**config.mk**
```make
export PLATFORM = sky130hd
export DESIGN_NAME = tod_counter
export DESIGN_NICKNAME = d
export VERILOG_FILES = /design/src/rtl/tod_pkg.sv /design/src/rtl/tod_edge.sv /design/src/rtl/tod_pair.sv /design/src/rtl/tod_counter.sv
export SDC_FILE = /design/constraint.sdc
export NUM_CORES = 1
export LEC_CHECK = 0
export CAP_MARGIN = 20
export CORE_MARGIN = 5
export CORE_UTILIZATION = 53
export DETAILED_ROUTE_END_ITERATION = 10
export GPL_TIMING_DRIVEN = 0
export PLACE_DENSITY_LB_ADDON = 0.3
export REMOVE_ABC_BUFFERS = 1
export SYNTH_ARGS = -nofsm -noshare
export SYNTH_HDL_FRONTEND = slang
export SYNTH_HIERARCHICAL = 1
export SYNTH_SLANG_ARGS = --single-unit
```
**constraint.sdc**
```tcl
create_clock -name clk -period 4.5 [get_ports clk]
set_input_delay 0.675 -clock clk [delete_from_list [all_inputs] [get_ports clk]]
set_output_delay 0.675 -clock clk [all_outputs]
set_load 0.05 [all_outputs]
```
**src/rtl/tod_pkg.sv**
```systemverilog
package tod_pkg;
    localparam int BCD_W     = 4;
    localparam int MS_TENS_W = 3;
    localparam int HR_TENS_W = 2;
endpackage

```
**src/rtl/tod_edge.sv**
```systemverilog
module tod_edge (
    input  logic clk,
    input  logic rst,
    input  logic lvl_i,
    output logic pulse_o
);
    logic seen_d, seen_q;

    always_comb begin
        seen_d  = lvl_i;
        pulse_o = lvl_i & ~seen_q;
    end

    always_ff @(posedge clk) begin
        if (rst) seen_q <= 1'b0;
        else     seen_q <= seen_d;
    end

    // one rising edge gives one pulse
    a_r6_single_pulse: assert property (@(posedge clk) disable iff (rst)
        pulse_o |=> !pulse_o);
endmodule

```
**src/rtl/tod_pair.sv**
```systemverilog
module tod_pair #(
    parameter int UW         = 4,
    parameter int TW         = 3,
    parameter int UNITS_LAST = 9,
    parameter int TENS_LAST  = 5,
    parameter int WRAP_UNITS = 9
) (
    input  logic          clk,
    input  logic          rst,
    input  logic          auto_i,
    input  logic          man_i,
    output logic [UW-1:0] units_o,
    output logic [TW-1:0] tens_o,
    output logic          carry_o
);
    typedef struct packed {
        logic [UW-1:0] u;
        logic [TW-1:0] t;
    } pair_t;

    pair_t st_d, st_q;
    logic  adv, at_top, units_top;

    always_comb begin
        adv       = auto_i | man_i;
        units_top = (st_q.u == UW'(UNITS_LAST));
        at_top    = (st_q.t == TW'(TENS_LAST)) && (st_q.u == UW'(WRAP_UNITS));
        st_d      = st_q;
        if (adv) begin
            if (at_top) begin
                st_d.u = '0;
                st_d.t = '0;
            end else if (units_top) begin
                st_d.u = '0;
                st_d.t = st_q.t + 1'b1;
            end else begin
                st_d.u = st_q.u + 1'b1;
            end
        end
        carry_o = auto_i & at_top;
        units_o = st_q.u;
        tens_o  = st_q.t;
    end

    always_ff @(posedge clk) begin
        if (rst) st_q <= '0;
        else     st_q <= st_d;
    end

    a_r1_reset_zero: assert property (@(posedge clk)
        rst |=> (units_o == '0) && (tens_o == '0));
    a_r2_units_range: assert property (@(posedge clk) disable iff (rst)
        units_o <= UW'(UNITS_LAST));
    a_r3_tens_range: assert property (@(posedge clk) disable iff (rst)
        tens_o <= TW'(TENS_LAST));
    a_r5_pair_limit: assert property (@(posedge clk) disable iff (rst)
        !((tens_o == TW'(TENS_LAST)) && (units_o > UW'(WRAP_UNITS))));
    a_r4_carry_wraps: assert property (@(posedge clk) disable iff (rst)
        carry_o |=> (units_o == '0) && (tens_o == '0));
    a_r9_hold: assert property (@(posedge clk) disable iff (rst)
        !(auto_i || man_i) |=> $stable(units_o) && $stable(tens_o));
endmodule

```
**src/rtl/tod_counter.sv**
```systemverilog
module tod_counter
    import tod_pkg::*;
(
    input  logic                 clk,
    input  logic                 rst,
    input  logic                 tick_1hz,
    input  logic                 corr_en,
    input  logic                 pick_hr,
    input  logic                 pick_min,
    input  logic                 pick_sec,
    input  logic                 up,
    output logic [BCD_W-1:0]     sec_ones,
    output logic [MS_TENS_W-1:0] sec_tens,
    output logic [BCD_W-1:0]     min_ones,
    output logic [MS_TENS_W-1:0] min_tens,
    output logic [BCD_W-1:0]     hr_ones,
    output logic [HR_TENS_W-1:0] hr_tens
);
    logic up_pulse, step;
    logic sec_carry, min_carry, hr_carry;

    tod_edge i_edge (
        .clk(clk), .rst(rst), .lvl_i(up), .pulse_o(up_pulse)
    );

    always_comb step = up_pulse & corr_en;

    tod_pair #(.UW(BCD_W), .TW(MS_TENS_W), .UNITS_LAST(9), .TENS_LAST(5), .WRAP_UNITS(9)) i_sec (
        .clk(clk), .rst(rst), .auto_i(tick_1hz), .man_i(step & pick_sec),
        .units_o(sec_ones), .tens_o(sec_tens), .carry_o(sec_carry)
    );

    tod_pair #(.UW(BCD_W), .TW(MS_TENS_W), .UNITS_LAST(9), .TENS_LAST(5), .WRAP_UNITS(9)) i_min (
        .clk(clk), .rst(rst), .auto_i(sec_carry), .man_i(step & pick_min),
        .units_o(min_ones), .tens_o(min_tens), .carry_o(min_carry)
    );

    tod_pair #(.UW(BCD_W), .TW(HR_TENS_W), .UNITS_LAST(9), .TENS_LAST(2), .WRAP_UNITS(3)) i_hr (
        .clk(clk), .rst(rst), .auto_i(min_carry), .man_i(step & pick_hr),
        .units_o(hr_ones), .tens_o(hr_tens), .carry_o(hr_carry)
    );

    // with correction off the minutes never move unless seconds carried
    a_r8_no_corr_min: assert property (@(posedge clk) disable iff (rst)
        (!corr_en && !sec_carry) |=> $stable(min_ones) && $stable(min_tens));
    // the hour field has no higher field, so its carry must only come from minutes
    a_r7_hr_carry_src: assert property (@(posedge clk) disable iff (rst)
        hr_carry |-> min_carry);
endmodule

```
---- Yosys cells after proc, flatten, opt, wreduce, memory -nomap -nowiden ----
Index checks and enable logic that the tools add are counted.
word-level totals
  register bits ........................... 21
  input port bits ......................... 8
  output and inout bits ................... 20
  logic and storage cells ................. 49
operators by class
  add/subtract/negate cells ............... 6
  equality and inequality tests ........... 7
  mux-type cells .......................... 9
  bitwise gates (word level) .............. 11
  reduce and logical (&&, ||, !) cells .... 9
operators with widths
  cell                                                                   number
  7-bit two-way mux                                                      2
  4-bit by 1-bit adder with 4-bit output, second input constant          3
  4-bit equality test, second input constant                             3
  4-bit two-way mux                                                      3
  1-bit AND                                                              7
  3-bit by 1-bit adder with 3-bit output, second input constant          2
  3-bit equality test, second input constant                             2
  3-bit two-way mux                                                      2
  6-bit two-way mux                                                      1
  2-bit AND reduction                                                    3
  2-bit nonzero test                                                     3
  4-bit by 2-bit equality test with 1-bit output, second input constant  1
  1-bit logical AND                                                      3
  1-bit bitwise OR                                                       3
  2-bit by 1-bit adder with 2-bit output, second input constant          1
  2-bit equality test, second input constant                             1
  2-bit two-way mux                                                      1
  1-bit NOT                                                              1

---- Logic depth before layout (Yosys ltp) ----
  depth in word-level cells ............... 6
  mapped depth ............................ 9
  gate-level depth less buffers ........... 9

---- By module ----
Netlist, hierarchy kept.
by module, submodules not included
  module                 times used  cells each  area each (um^2)  sequential area each (um^2)
  tod_pair at i_min ...  2           43          399.1             140.1
  tod_pair at i_hr       1           42          374.1             120.1
  tod_edge               1           3           47.5              20.0
  tod_counter            1           3           18.8              0.0

---- Least setup slack after synthesis ----
Ideal clock, no wire load.
  path kind ............................... reg-to-reg
  from .................................... reg i_sec/units_o[0] (netlist name)
  to ...................................... reg i_hr/tens_o[1] (netlist name)
  library setup time ...................... 70 ps
  arrival time ............................ 2,336 ps
  required time ........................... 4,430 ps
  path slack .............................. 2,094 ps
  stages on the path, launching flop included .. 9
  buffers on the path ..................... 0
  period minus slack after synthesis ...... 2,406 ps
  path through ............................ dfxtp_1 ha_1 nand3b_1 nor2_1 nand3_1 nor2_1 o211ai_1 o32a_1 a21oi_1
on the way
  word-level cells in the longest chain between the ends .. 6
ends and longest elaborated chain
  item                                  RTL line           source
  4-bit equality test                   tod_pair.sv:27     at_top = (st_q.t == TW'(TENS_LAST)) && (st_q.u == UW'(WRAP_UNITS));
  1-bit logical AND                     tod_pair.sv:27
  1-bit AND                             tod_pair.sv:40     carry_o = auto_i & at_top;
  via sec_carry                         tod_counter.sv:20  logic sec_carry, min_carry, hr_carry;
  1-bit AND                             tod_pair.sv:40
  via min_carry                         tod_counter.sv:20
  1-bit bitwise OR                      tod_pair.sv:25     adv = auto_i | man_i;
  2-bit AND reduction (no source line)  n/a
The timed path passes the listed nets, and every way through them passes these cells.
A chain may end at the register's enable or synchronous reset.

---- Final worst setup path ----
  from .................................... in tick_1hz
  to ...................................... reg i_hr/tens_o[1] (netlist name)
on the way
  word-level cells in the longest chain between the ends .. 4
ends and longest elaborated chain
  item                                  RTL line           source
  start, declared                       tod_counter.sv:6   input logic tick_1hz,
  1-bit AND                             tod_pair.sv:40
  via sec_carry                         tod_counter.sv:20
  1-bit AND                             tod_pair.sv:40
  via min_carry                         tod_counter.sv:20
  1-bit bitwise OR                      tod_pair.sv:25
  2-bit AND reduction (no source line)  n/a
The timed path passes the listed nets, and every way through them passes these cells.

==> summary.md <==
| Metric | Value |
|---|---|
| Post-Route Skew | 0.003591 ns |
| Die width | 58.15 um |
| Final hold vios | 0 |
| P&R area growth vs syn | 24.75% |
| CP cell instances | clkdlybuf4s50_1, nand3_1, nor2_1, nand3_1, nor2_1, o211ai_1, o32a_1, a21oi_1 |
| Reg-to-reg endpoint | i_hr/tens_o[1] |
| Core region area | 2212 sq um |
| DR DRC count | 0 |
| Buf/Inv on CP | 1 |
| WHS Endpoint | i_min/tens_o[1] |
| Max cap viols | 0 |
| CP max FO | 6 |
| Power Total | 0.3498 mW |
| Router iterations before antenna repair | 5 |
| WL met2 | 1.327 mm |
| Cts hold-fix bufs | 0 |
| Worst setup SP type | input pin |
| Number of setup buffers added after CTS | 0 |
| Mapped Cells | 133 |
| Port Buffers | 27 |
| Worst Path Arrival | 2.73 ns |
| Worst skew pair latency | 0.30 ns |
| CTS Buffer Depth | 2 |
| Resized cells post-CTS | 0 |
| Pin count of the biggest net entering global routing | 25 |
| H-tree Lvls | 1 |
| RSZ-0062 raised after global routing | no |
| Max stage delay on crit path | 0.57 ns |
| Vias per cell | 5.899 |
| Tcrit/Tclk final | 55.77% |
| DR WL/cell | 13.87 um |
| Top Metal Used | met4 |
| Vias in the first global route | 1062 |
| Antenna violations before repair | 0 |
| Root Buffer | clkbuf_4 |
| WL met3 | 106 um |
| RR Startpoint | i_sec/units_o[0] |
| Total GRT Usage | 16.21% |
| Detailed Route WL | 2.621 mm |
| Ant. Diodes | 0 |
| Routed Antenna Nets | 0 |
| Synthesized cell area | 1229 sq um |
| Die area | 3381 sq um |
| CTS tree | done |
| Final setup viols | 0 |
| R2r worst-path depth | 8 |
| Num CTS Buffers | 3 |
| Critical Path End Type | flop |
| Hold path cells | 2 |
| Total grt overflow | 0 |
| Worst path slowest cell | clkdlybuf4s50_1 |
| Routability Congestion | 0.7527 |
| CP Data Required Time | 4.72 ns |
| Final min period | 2.510 ns |
| I/O pin total | 28 |
| First-pass GRT wire length | 4.388 mm |
| HP Class | reg -> reg |
| Worst-margin pin slew | 1.031 ns |
| Worst-path clk slew | 0.11 ns |
| Clock net sink count | 21 |
| Max Freq | 398.4 MHz |
| Leakage power | 0.5388 nW |
| Initial Util | 55.54% |
| DIE HEIGHT | 58.15 um |
| Max IR drop VDD | 0.0001697 V |
| Cell Rows | 17 |
| Pins Over Slew Limit | 0 |
| HP Start | i_min/tens_o[1] |
| Layout cells sized above 1 | 4.348% |
| Routed via count | 1115 |
| Status | completed |
| Power Density | 228.2 nW/um^2 |
| Reg2reg setup slack | 2.23 ns |
| Detailed Route Iter0 Violations | 28 |
| Slew headroom | 31.06% |
| Metal-1 WL | 1.153 mm |
| Critical path type | in -> reg |
| DPL Wire Length | 1.978 mm |
| Setup tns final | 0 ns |
| Nets | 180 |
| Avg Cell Area, Syn | 9.238 sq um |
| Crit-path leading delay family | simple AND/OR/NAND/NOR gates |
| Yosys warns | 6 |
## registers in the layout, indices dropped and copies added, names as in the netlist
signal / count
i_sec/tens_o: 3
i_sec/units_o: 4
i_min/units_o: 4
i_edge/seen_q: 1
i_hr/tens_o: 2
i_hr/units_o: 4
i_min/tens_o: 3
## cells in the final DEF, fill, tap and decap left out
cell type,n
or2_1,2
o41ai_1,1
o221ai_1,1
nor3b_1,1
dfxtp_1,21
nor3_1,6
clkbuf_4,3
o32a_1,1
o211ai_1,1
nor2b_4,2
clkbuf_1,1
nand4bb_1,2
nor2_1,9
and3_1,3
xor2_1,4
o22ai_1,3
and3b_1,2
nand3b_1,5
a21oi_1,14
nand2_1,3
o21ai_1,2
clkdlybuf4s50_1,27
or4b_1,1
mux2i_1,1
ha_1,10
xnor2_1,2
nand2b_1,3
o211a_1,1
inv_1,5
o21ai_0,10
o2111ai_1,2
nand3_1,6
nand4b_1,2
a2111oi_4,2
or3_1,2
## worst max-delay path by stage
stage,startpoint,endpoint,slack [ns],cells after the start
6_report,tick_1hz,i_hr/tens_o[1],1.99,8
5_1_grt,tick_1hz,i_hr/tens_o[1],1.81,8
4_1_cts,tick_1hz,i_hr/tens_o[1],1.99,8
3_5_place_dp,tick_1hz,i_hr/tens_o[1],1.67,8
3_3_place_gp,tick_1hz,i_hr/tens_o[1],1.70,8
2_1_floorplan,i_sec/units_o[0],i_hr/tens_o[1],2.12,8
## per-stage QoR
| stage | hold WS [ns] | std cells | setup slack, ns | util [%] | area (sq um) |
|---|---|---|---|---|---|
| 4_1_cts | 0.5212 | 189 | 1.993 | 69.29 | 1533 |
| 6_report | 0.5246 | 189 | 1.990 | 69.29 | 1533 |
| 5_1_grt | 0.5643 | 189 | 1.810 | 69.29 | 1533 |
| 2_1_floorplan | 0.7259 | 130 | 2.120 | - | 1201 |
| 3_3_place_gp | 0.5016 | 185 | 1.700 | 68.10 | 1506 |
| 3_5_place_dp | 0.5054 | 185 | 1.673 | 68.10 | 1506 |
## layer usage
layer  vias up  GRT usage, %
met5         -             0
met4         0         5.629
met3         4         2.450
met2        24         30.65
met1       533         18.17
li1        554             -
## worst min-delay path: cells and delay by family (launching register included)
family | cells | cell delay [ns]
flops | 1 | 0.35
compound gates | 2 | 0.14
## cell type report
type,instances,area (sq um)
clock buffers,4,26.28
fillers,181,679.4
inverters,5,18.77
multi-input cells,104,762.0
flip-flops and latches,21,420.4
well taps,28,35.03
repair buffers,27,270.3
## power by group
part	total (mW)	switching, mW	internal [mW]
Combinational	0.0626	0.0361	0.0265
Sequential	0.198	0.00686	0.191
Clock	0.0893	0.0548	0.0345
No activity file was read; power rests on OpenSTA's default activity.
